## config.mk

```make
export PLATFORM = sky130hd
export DESIGN_NAME = sprite_compositor
export DESIGN_NICKNAME = d
export VERILOG_FILES = /design/src/rtl/spr_pkg.sv /design/src/rtl/spr_eval.sv /design/src/rtl/spr_fetch.sv /design/src/rtl/spr_mix.sv /design/src/rtl/sprite_compositor.sv
export SDC_FILE = /design/constraint.sdc
export NUM_CORES = 1
export LEC_CHECK = 0
export BUFFER_PORTS_ARGS = -buffer_cell sky130_fd_sc_hd__clkbuf_2
export CAP_MARGIN = 20
export CORE_MARGIN = 2
export CORE_UTILIZATION = 42
export CTS_BUF_LIST = sky130_fd_sc_hd__clkbuf_8
export DETAILED_ROUTE_END_ITERATION = 10
export PLACE_DENSITY = 0.67
export RECOVER_POWER = 25
export SLEW_MARGIN = 20
export SYNTH_ARGS = -nofsm -noshare
export SYNTH_HDL_FRONTEND = slang
export SYNTH_HIERARCHICAL = 1
export SYNTH_SLANG_ARGS = --single-unit
```

## constraint.sdc

```tcl
create_clock -name clk -period 4.9 [get_ports clk]
set_input_delay 0.49 -clock clk [delete_from_list [all_inputs] [get_ports clk]]
set_output_delay 0.49 -clock clk [all_outputs]
set_load 0.01 [all_outputs]
```

## src/rtl/spr_pkg.sv

```systemverilog
// Shared descriptor layout and attribute bit positions for the sprite
// compositor. Assumes one descriptor is read as a single 32-bit word.
package spr_pkg;
    typedef struct packed {
        logic [7:0] xpos;
        logic [7:0] attr;
        logic [7:0] tile;
        logic [7:0] ypos;
    } spr_ent_t;

    localparam int ATTR_VFLIP  = 7;
    localparam int ATTR_HFLIP  = 6;
    localparam int ATTR_BEHIND = 5;
endpackage

```

## src/rtl/spr_eval.sv

```systemverilog
// Line selection pass. On start it walks the descriptor table one entry
// per cycle and keeps the first N_SLOT entries that cover line_in+1.
// Assumes oam_word answers oam_idx within the same cycle. On lines at or
// past VIS_LINES, start only empties the list.
module spr_eval
    import spr_pkg::*;
#(
    parameter int N_ENT     = 64,
    parameter int N_SLOT    = 8,
    parameter int VIS_LINES = 240,
    parameter int IDX_W     = $clog2(N_ENT),
    parameter int CNT_W     = $clog2(N_SLOT + 1),
    parameter int SLOT_W    = $clog2(N_SLOT)
) (
    input  logic                    clk,
    input  logic                    rst_n,
    input  logic                    start,
    input  logic [8:0]              line_in,
    input  logic                    tall,
    input  logic                    flag_clr,
    input  spr_ent_t                oam_word,
    output logic [IDX_W-1:0]        oam_idx,
    output spr_ent_t [N_SLOT-1:0]   slots,
    output logic [CNT_W-1:0]        count,
    output logic [8:0]              target,
    output logic                    ovf,
    output logic                    done
);
    logic             busy;
    logic [IDX_W-1:0] idx;
    logic [9:0]       y_lo;
    logic [9:0]       y_hi;
    logic             covers;
    logic             full;
    logic             last;

    assign oam_idx = idx;

    // Window test of the entry currently on the read port.
    always_comb begin
        y_lo   = {2'b00, oam_word.ypos};
        y_hi   = y_lo + (tall ? 10'd16 : 10'd8);
        covers = busy && ({1'b0, target} >= y_lo) && ({1'b0, target} < y_hi);
        full   = (count == CNT_W'(N_SLOT));
        last   = (idx == IDX_W'(N_ENT - 1));
    end

    // Scan sequencer and slot fill.
    always_ff @(posedge clk) begin
        if (!rst_n) begin
            busy   <= 1'b0;
            idx    <= '0;
            count  <= '0;
            target <= '0;
            done   <= 1'b0;
            slots  <= '0;
        end else begin
            done <= 1'b0;
            if (start) begin
                busy   <= (line_in < 9'(VIS_LINES));
                idx    <= '0;
                count  <= '0;
                target <= line_in + 9'd1;
            end else if (busy) begin
                idx <= idx + 1'b1;
                if (covers && !full) begin
                    slots[count[SLOT_W-1:0]] <= oam_word;
                    count <= count + 1'b1;
                end
                if ((covers && full) || last) begin
                    busy <= 1'b0;
                    done <= 1'b1;
                end
            end
        end
    end

    // Sticky overflow flag, the clear pulse taking precedence.
    always_ff @(posedge clk) begin
        if (!rst_n)
            ovf <= 1'b0;
        else if (flag_clr)
            ovf <= 1'b0;
        else if (covers && full)
            ovf <= 1'b1;
    end

    a_r2_count_cap: assert property (@(posedge clk) disable iff (!rst_n)
        count <= CNT_W'(N_SLOT));
    a_r3_ovf_when_full: assert property (@(posedge clk) disable iff (!rst_n)
        $rose(ovf) |-> full);
    a_r3_scan_stops: assert property (@(posedge clk) disable iff (!rst_n)
        (covers && full && !flag_clr) |=> (!busy && ovf));
    a_r4_offscreen_empty: assert property (@(posedge clk) disable iff (!rst_n)
        (start && line_in >= 9'(VIS_LINES)) |=> (!busy && count == '0));
endmodule

```

## src/rtl/spr_fetch.sv

```systemverilog
// Row fetch for the kept slots. After the selection pass it reads the
// low and high pattern bytes of every slot, two cycles per slot. It
// resolves vertical flip and tall-pair banking in the address and
// horizontal flip by reversing the byte. Assumes pat_data answers
// pat_addr within the same cycle.
module spr_fetch
    import spr_pkg::*;
#(
    parameter int N_SLOT = 8,
    parameter int STEP_W = $clog2(2 * N_SLOT)
) (
    input  logic                        clk,
    input  logic                        rst_n,
    input  logic                        start,
    input  logic                        tall,
    input  logic                        bank_sel,
    input  logic [3:0]                  tgt_lo,
    input  spr_ent_t [N_SLOT-1:0]       slots,
    output logic [12:0]                 pat_addr,
    input  logic [7:0]                  pat_data,
    output logic [N_SLOT-1:0][7:0]      row_lo,
    output logic [N_SLOT-1:0][7:0]      row_hi
);
    logic              busy;
    logic [STEP_W-1:0] step;
    spr_ent_t          cur;
    logic              plane;
    logic [3:0]        offs;
    logic [3:0]        row;
    logic [7:0]        fetched;

    // Address of the current slot and plane, and the flipped data byte.
    always_comb begin
        cur   = slots[step[STEP_W-1:1]];
        plane = step[0];
        offs  = tgt_lo - cur.ypos[3:0];
        row   = cur.attr[ATTR_VFLIP] ? ((tall ? 4'd15 : 4'd7) - offs) : offs;
        if (tall)
            pat_addr = {cur.tile[0], cur.tile[7:1], row[3], plane, row[2:0]};
        else
            pat_addr = {bank_sel, cur.tile, plane, row[2:0]};
        for (int b = 0; b < 8; b++)
            fetched[b] = cur.attr[ATTR_HFLIP] ? pat_data[7 - b] : pat_data[b];
    end

    // Step through all slot and plane pairs, storing each byte.
    always_ff @(posedge clk) begin
        if (!rst_n) begin
            busy   <= 1'b0;
            step   <= '0;
            row_lo <= '0;
            row_hi <= '0;
        end else if (start) begin
            busy <= 1'b1;
            step <= '0;
        end else if (busy) begin
            if (plane)
                row_hi[step[STEP_W-1:1]] <= fetched;
            else
                row_lo[step[STEP_W-1:1]] <= fetched;
            step <= step + 1'b1;
            if (step == STEP_W'(2 * N_SLOT - 1))
                busy <= 1'b0;
        end
    end

    a_r7_fetch_follows_pass: assert property (@(posedge clk) disable iff (!rst_n)
        $rose(busy) |-> $past(start));
    a_r7_fetch_length: assert property (@(posedge clk) disable iff (!rst_n)
        (busy && step == STEP_W'(2 * N_SLOT - 1) && !start) |=> !busy);
endmodule

```

## src/rtl/spr_mix.sv

```systemverilog
// Per-pixel compositor. For column x it extracts each kept slot's 2-bit
// pixel, picks the lowest opaque slot, applies background priority and
// registers the palette index. Also keeps the sticky slot-0 hit flag.
// Assumes the rows were fetched with horizontal flip already applied.
module spr_mix
    import spr_pkg::*;
#(
    parameter int N_SLOT = 8,
    parameter int CNT_W  = $clog2(N_SLOT + 1),
    parameter int SLOT_W = $clog2(N_SLOT)
) (
    input  logic                        clk,
    input  logic                        rst_n,
    input  logic                        active,
    input  logic [7:0]                  xcol,
    input  logic [3:0]                  bg_idx,
    input  logic                        flag_clr,
    input  spr_ent_t [N_SLOT-1:0]       slots,
    input  logic [N_SLOT-1:0][7:0]      row_lo,
    input  logic [N_SLOT-1:0][7:0]      row_hi,
    input  logic [CNT_W-1:0]            count,
    output logic [4:0]                  pix_out,
    output logic                        hit
);
    logic [1:0]        px [N_SLOT];
    logic [N_SLOT-1:0] opq;
    logic              win;
    logic [SLOT_W-1:0] wsel;
    logic              bg_opq;
    logic [4:0]        bg_val;
    logic [4:0]        nxt;

    // One column decoder per slot.
    for (genvar i = 0; i < N_SLOT; i++) begin : g_slot
        logic [8:0] dx;
        logic [2:0] bsel;
        logic       in_rng;
        always_comb begin
            dx     = {1'b0, xcol} - {1'b0, slots[i].xpos};
            in_rng = (xcol >= slots[i].xpos) && (dx < 9'd8);
            bsel   = 3'd7 - dx[2:0];
            px[i]  = {row_hi[i][bsel], row_lo[i][bsel]};
            opq[i] = active && (CNT_W'(i) < count) && in_rng && (px[i] != 2'b00);
        end
    end

    // Lowest opaque slot wins; then background priority decides.
    always_comb begin
        wsel = '0;
        for (int i = N_SLOT - 1; i >= 0; i--)
            if (opq[i]) wsel = SLOT_W'(i);
        win    = |opq;
        bg_opq = (bg_idx[1:0] != 2'b00);
        bg_val = bg_opq ? {1'b0, bg_idx} : 5'd0;
        if (win && (!slots[wsel].attr[ATTR_BEHIND] || !bg_opq))
            nxt = {1'b1, slots[wsel].attr[1:0], px[wsel]};
        else
            nxt = bg_val;
    end

    // Output pixel register.
    always_ff @(posedge clk) begin
        if (!rst_n)
            pix_out <= '0;
        else
            pix_out <= nxt;
    end

    // Sticky slot-0 hit flag, the clear pulse taking precedence.
    always_ff @(posedge clk) begin
        if (!rst_n)
            hit <= 1'b0;
        else if (flag_clr)
            hit <= 1'b0;
        else if (opq[0] && bg_opq)
            hit <= 1'b1;
    end

    a_r8_sprite_needs_winner: assert property (@(posedge clk) disable iff (!rst_n)
        pix_out[4] |-> $past(win));
    a_r11_hit_over_bg: assert property (@(posedge clk) disable iff (!rst_n)
        $rose(hit) |-> $past(bg_opq));
    a_r12_hit_needs_active: assert property (@(posedge clk) disable iff (!rst_n)
        $rose(hit) |-> $past(active));
    a_r13_hit_clear: assert property (@(posedge clk) disable iff (!rst_n)
        flag_clr |=> !hit);
endmodule

```

## src/rtl/sprite_compositor.sv

```systemverilog
// Top of the sprite path. It derives the pass start and the drawing
// window from the dot and line counters, and wires the selection pass,
// the row fetch and the pixel compositor together. Assumes both memory
// read ports return data in the cycle their address is presented.
module sprite_compositor
    import spr_pkg::*;
#(
    parameter int N_ENT     = 64,
    parameter int N_SLOT    = 8,
    parameter int VIS_LINES = 240,
    parameter int EVAL_DOT  = 257,
    parameter int LAST_DOT  = 256
) (
    input  logic        clk,
    input  logic        rst_n,
    input  logic        tall_mode,
    input  logic        small_bank,
    input  logic        spr_enable,
    input  logic [8:0]  line,
    input  logic [8:0]  dot,
    input  logic [3:0]  bg_idx,
    input  logic        flag_clr,
    output logic [5:0]  oam_idx,
    input  logic [31:0] oam_word,
    output logic [12:0] pat_addr,
    input  logic [7:0]  pat_data,
    output logic [4:0]  pix_out,
    output logic        spr_overflow,
    output logic        spr_zero_hit
);
    localparam int IDX_W  = $clog2(N_ENT);
    localparam int CNT_W  = $clog2(N_SLOT + 1);
    localparam int SLOT_W = $clog2(N_SLOT);

    spr_ent_t [N_SLOT-1:0]  slots;
    logic [N_SLOT-1:0][7:0] row_lo;
    logic [N_SLOT-1:0][7:0] row_hi;
    logic [CNT_W-1:0]       count;
    logic [8:0]             target;
    logic                   pass_done;
    logic                   start;
    logic                   active;
    logic [7:0]             xcol;
    logic [IDX_W-1:0]       idx;

    // Pass trigger, drawing window and column number.
    always_comb begin
        start  = (dot == 9'(EVAL_DOT));
        active = spr_enable && (line < 9'(VIS_LINES)) &&
                 (dot >= 9'd1) && (dot <= 9'(LAST_DOT));
        xcol   = dot[7:0] - 8'd1;
    end

    assign oam_idx = 6'(idx);

    spr_eval #(
        .N_ENT(N_ENT), .N_SLOT(N_SLOT), .VIS_LINES(VIS_LINES),
        .IDX_W(IDX_W), .CNT_W(CNT_W), .SLOT_W(SLOT_W)
    ) u_eval (
        .clk(clk), .rst_n(rst_n), .start(start), .line_in(line),
        .tall(tall_mode), .flag_clr(flag_clr), .oam_word(oam_word),
        .oam_idx(idx), .slots(slots), .count(count), .target(target),
        .ovf(spr_overflow), .done(pass_done)
    );

    spr_fetch #(.N_SLOT(N_SLOT)) u_fetch (
        .clk(clk), .rst_n(rst_n), .start(pass_done), .tall(tall_mode),
        .bank_sel(small_bank), .tgt_lo(target[3:0]), .slots(slots),
        .pat_addr(pat_addr), .pat_data(pat_data),
        .row_lo(row_lo), .row_hi(row_hi)
    );

    spr_mix #(.N_SLOT(N_SLOT), .CNT_W(CNT_W), .SLOT_W(SLOT_W)) u_mix (
        .clk(clk), .rst_n(rst_n), .active(active), .xcol(xcol),
        .bg_idx(bg_idx), .flag_clr(flag_clr), .slots(slots),
        .row_lo(row_lo), .row_hi(row_hi), .count(count),
        .pix_out(pix_out), .hit(spr_zero_hit)
    );

    a_r13_ovf_clear: assert property (@(posedge clk) disable iff (!rst_n)
        flag_clr |=> !spr_overflow);
    a_r4_no_sprite_outside: assert property (@(posedge clk) disable iff (!rst_n)
        !active |=> !pix_out[4]);
endmodule

```

==> results.toml, run 1 <==
[global_route]
grt_max_degree = 161
grt_usage = 0.2176
grt_pass1_wl_um = 86750
grt-ovfl-total = 0
grt_pass1_vias = 15960
antenna_found_initial = 1

[final_layout]
layout_common_cells = "361 x dfxtp_1, 273 x nand2_1, 255 x mux2i_1, 160 x a21oi_1, 144 x o21ai_0"
antenna_cells = 0
syn_to_final_growth_pct = 11.32
fin_nets = 2410
layout_commonest_cell = "dfxtp_1"
drive_above_1_share = 0.1467
post-route-util = 0.4747

[place]
place_ws_ns = -0.2187
io_buffers = 90
dp_hpwl_um = 37930
place_congestion = 0.9074

[timing]
setup_viol = 0
fin_skew_ns = 0.04961
timing.final.ws_setup_ns = 0.3126
slew_headroom = 0.1795
min_period_ns = 4.587
worstMarginPinSlew_ns = 1.231
period_share = 0.9362
final_max_slew_viol_count = 0
hold_viol_final = 0
rsz0062_at_grt = "no"
fmax_mhz = 218.0

[power]
p_sw_uw = 1622
p_int_uw = 4573
powerDensity_mw_per_mm2 = 279.7
p_leak_uw = 0.008877
seqPwrFrac = 0.475
p_sw_frac = 0.2618
max-vdd-ir-drop_uv = 190.8
p_clk_frac = 0.421
power_uw = 6195
comb_power_share = 0.105

[clock_tree]
cts_inserted_buffers = 59
hold_buffers = 0
cts_resized = 0
cts_tree = "done"
clk_pin_slew_ns = 0.06
cts.path.max_buffers = 3
cts.sinks = 361
htree_levels = 2
postCtsSetupBuffers = 0
worstSkewPairLatency_ns = 0.67
root_buffer = "clkbuf_8"

[floorplanning]
dieArea_mm2 = 0.04913
die_h_um = 221.7
fp-row-count = 79
die_x_um = 221.7
core_mm2 = 0.04665
initial_core_util = 0.4265
io_pins = 94

[critical_path]
crit_type = "in -> reg"
critPathLaunchType = "input port"
worstSetupEndpointType = "flip-flop"
worst-path-max-fanout = 8
arrival_ns = 5.15
cp.required_ns = 5.46

[synth]
avgSynthCellArea_um2 = 9.241
yosysWarningCount = 6
syn-cell-area_mm2 = 0.01990
syn_inst = 2153
synth_fp_nets = 2322

[run]
drv_cap = 0

[drt]
first_pass_iters = 9
drt_iter0_drc = 1193
ant_nets = 0
drc = 8
vias_per_cell = 5.685
num_vias = 16429
routedWlPerCell_um = 18.88
routed_wl_um = 54560

[status]
status = "finished with violations"
violations = "DRC"

[worst_hold_path]
hp-class = "in -> reg"
[routing by layer]
| metal | vias to the layer above | global-route usage | share of wire |
|---|---|---|---|
| met5 | - | 0 | 0.00066 |
| met4 | 2 | 0.07367 | 0.027 |
| met3 | 98 | 0.03605 | 0.056 |
| met2 | 530 | 0.3551 | 0.46 |
| met1 | 7913 | 0.2924 | 0.45 |
| li1 | 7886 | - | - |
[power by group through the flow]
stage                     Combinational [µW]  Clock, µW  Sequential (µW)
after floorplan                          427          0             3000
after global placement                   617          0             3000
after detailed placement                 637          0             3000
after CTS                                641       2660             2940
after global routing                     705       2800             2940
final                                    650       2610             2940
[sequential cells by signal (all words and copies together) (netlist names)]
signal,count
u_fetch/step,4
u_eval/busy,1
u_eval/target,9
u_eval/slots,200
u_eval/done,1
u_fetch/row_hi,64
u_eval/ovf,1
u_fetch/row_lo,64
u_eval/count,4
u_fetch/busy,1
u_mix/pix_out,5
u_eval/oam_idx,6
u_mix/hit,1
[final timing paths]
kind                     startpoint                end  slack [ns]  cells after the start
hold reg to reg   u_eval/slots[105]  u_eval/slots[105]        0.45                      2
setup / recovery             dot[0]   u_mix/pix_out[1]        0.31                     17
setup reg to reg   u_eval/slots[56]   u_mix/pix_out[1]        0.61                     14
hold / removal             flag_clr          u_mix/hit        0.18                      2
[worst max-delay path, stage by stage]
cell	delay, ns
clkbuf_2	0.09
inv_1	0.07
ha_1	0.19
xor2_1	0.85
ha_1	0.44
a21o_1	0.21
a21oi_1	0.27
o31ai_1	0.12
nor4_1	0.44
nand4b_1	0.15
buf_4	0.18
o211ai_1	0.26
and3_1	0.25
mux2_2	0.36
o221ai_1	0.36
a21oi_1	0.12
a211oi_1	0.28
[through the flow]
stage	instances	TNS, ns	area (µm²)	hold slack, ns
final	2890	0	22150	0.1843
after global routing	2890	0	22150	0.1414
after CTS	2890	0	22190	0.1088
after detailed placement	2787	-0.8223	21020	0.4449
after global placement	2787	-0.9255	21020	0.4393
after floorplan	2153	0	19900	0.4313
[area by class of cell]
type	instances	area, µm²
Sequential cell	361	7227
Inverter	114	427.9
Multi-Input combinational cell	1547	11580
Fill cell	4357	24510
Timing Repair Buffer	158	985.9
Tap cell	607	759.5
Clock inverter	30	167.7
Clock buffer	73	1005
Power figures use the tool's default switching activity.
==> run 2: changes to the inputs <==
--- a/config.mk
+++ b/config.mk
@@ -12,2 +12,3 @@
 export CTS_BUF_LIST = sky130_fd_sc_hd__clkbuf_8
+export CTS_CLUSTER_SIZE = 40
 export DETAILED_ROUTE_END_ITERATION = 10
==> constraint.sdc (replaced) <==
create_clock -name clk -period 4.9 [get_ports clk]
set_input_delay 0.735 -clock clk [delete_from_list [all_inputs] [get_ports clk]]
set_output_delay 0.735 -clock clk [all_outputs]
set_load 0.01 [all_outputs]
==> run 2 against run 1 <==
  * The run ends with DRC, capacitance limit, slew limit left
  * Maximum frequency fell by 1.1%
  * Highest routed layer is now met4
  * Via count increased by 1.4%
  * Utilization increased by 1.6 points
  * Setup slack got worse by 0.053 ns
  * Clock skew shrank 0.024 ns
  * Critical path type unchanged
  * Final area up 3.3%
  * Sequential share of layout area is 1.0 points lower
  * Hold slack improved by 0.23 ns
  * Combinational power up 9.4%
  * Sequential power about the same
  * First-iteration DRC count increased by 1.2%
==> results.toml, run 2 (same netlist as run 1, synthesis figures left out) <==
[critical_path]
endpoint = "u_mix/pix_out[2]"
crit_type = "in -> reg"
reg2regPathDepth = 15
worstSetupEndpointType = "flip-flop"
r2r_start = "u_eval/slots[152]"
critPathLaunchType = "input port"
r2r-end = "u_mix/pix_out[2]"
worst-path-max-fanout = 12
r2r_setup_slack_ns = 0.66
cp.required_ns = 5.48
arrival_ns = 5.22
critical_path.startpoint = "dot[0]"

[power]
p_leak_uw = 0.009320
powerDensity_mw_per_mm2 = 280.0
max-vdd-ir-drop_uv = 203.2
power_uw = 6409

[floorplanning]
die_h_um = 221.7
die_x_um = 221.7
initial_core_util = 0.4265
io_pins = 94
dieArea_mm2 = 0.04913
fp-row-count = 79
core_mm2 = 0.04665

[global_route]
grt_pass1_wl_um = 87180
antenna_found_initial = 1
grt_max_degree = 138
grt_usage = 0.2194
grt_pass1_vias = 16249
grt-ovfl-total = 0

[timing]
period_share = 0.9469
setup_viol = 0
min_period_ns = 4.640
setup_tns_ns = 0
worstMarginPinSlew_ns = 2.838
slew_headroom = -0.8923
hold_viol_final = 0
fin_skew_ns = 0.02602
final_max_slew_viol_count = 244
fmax_mhz = 215.5
rsz0062_at_grt = "no"

[final_layout]
drive_above_1_share = 0.1812
fin_nets = 2492
layout_common_cells = "360 x dfxtp_1, 273 x nand2_1, 255 x mux2i_1, 160 x a21oi_1, 144 x o21ai_0"
layout_commonest_cell = "dfxtp_1"
nFillCells = 4327
largest_register = "u_eval/slots"
syn_to_final_growth_pct = 15.04
reg_top3 = "u_eval/slots: 200 flops, u_fetch/row_hi: 64 flops, u_fetch/row_lo: 64 flops"
antenna_cells = 0
largest_register_ffs = 200
fin_cells = 2975

[place]
dp_hpwl_um = 38360
io_buffers = 90
place_congestion = 0.8784
dpl.cell_count = 2870

[drt]
drt_iter0_drc = 1207
drc = 7
vias_per_cell = 5.598
first_pass_iters = 11
ant_nets = 0
num_vias = 16655
routedWlPerCell_um = 18.56
routed_wl_um = 55210

[clock_tree]
cts_tree = "done"
root_buffer = "clkbuf_8"
cts_inserted_buffers = 58
cts.sinks = 361
postCtsSetupBuffers = 0
clk_pin_slew_ns = 0.06
htree_levels = 2
worstSkewPairLatency_ns = 0.65
hold_buffers = 0
cts.path.max_buffers = 3

[status]
status = "finished with violations"
violations = "DRC, capacitance limit, slew limit"

[run]
drv_cap = 2

[worst_hold_path]
hp-class = "in -> reg"
## run 2: final cells by class
cell class | count | area (µm²) | share of cell area
inverters | 114 | 427.9 | 0.01870
clock buffers | 76 | 1046 | 0.04570
multi-input cells | 1547 | 11590 | 0.5065
repair buffers | 241 | 1628 | 0.07112
well taps | 607 | 759.5 | 0.03318
flip-flops and latches | 361 | 7228 | 0.3158
clock inverters | 29 | 205.2 | 0.008965
## run 2: report_power, final
group | switching (µW) | internal (µW) | total, µW
Combinational | 416 | 295 | 711
Clock | 1220 | 1540 | 2760
Sequential | 1.54 | 2940 | 2940
Total | 1640 | 4770 | 6410
## run 2: per-layer routing
metal	vias up	track usage	wire [µm]
met5	-	0	0
met4	0	0.09634	2164
met3	128	0.03777	3148
met2	492	0.3564	25210
met1	7979	0.2867	24680
li1	8056	-	-
## run 2: timing repair
action,in CTS,in global routing
endpoints found under the setup margin,0,5
resized for setup,0,2
hold endpoints to repair,0,0
## run 2: worst min path at each step
stage / from / endpoint / slack (ns) / depth (start not counted)
floorplan: u_eval/slots[105] / u_eval/slots[105] / 0.43 / 2
global placement: u_eval/slots[74] / u_eval/slots[74] / 0.44 / 2
detailed placement: u_eval/slots[109] / u_eval/slots[109] / 0.44 / 2
CTS: line[8] / u_eval/busy / 0.37 / 3
global route: flag_clr / u_mix/hit / 0.40 / 2
finish: line[8] / u_eval/busy / 0.41 / 3
## run 2: through the flow
step | utilization | cell area [µm²] | setup WS [ns] | hold WS, ns
2_1_floorplan | - | 19900 | 0.2289 | 0.4313
3_3_place_gp | 0.4647 | 21680 | -0.4223 | 0.4386
3_5_place_dp | 0.4647 | 21680 | -0.4589 | 0.4449
4_1_cts | 0.4915 | 22930 | 0.1845 | 0.3654
5_1_grt | 0.4906 | 22890 | 0.03860 | 0.4011
6_report | 0.4906 | 22890 | 0.2600 | 0.4109
## run 2: worst max-delay path: stages
cell      delay (ns)
clkbuf_2        0.09
inv_1           0.05
buf_4           0.13
ha_1            0.27
inv_1           0.06
buf_12          0.15
buf_4           0.14
fa_1            0.52
buf_4           0.16
mux4_2          0.32
nor3_1          0.43
a221o_1         0.19
nor4_1          0.06
o211ai_1        0.22
nor3_2          0.10
buf_4           0.16
a211oi_4        0.24
buf_12          0.17
mux2i_1         0.32
a211oi_2        0.15
nor4_1          0.35
o21a_1          0.19
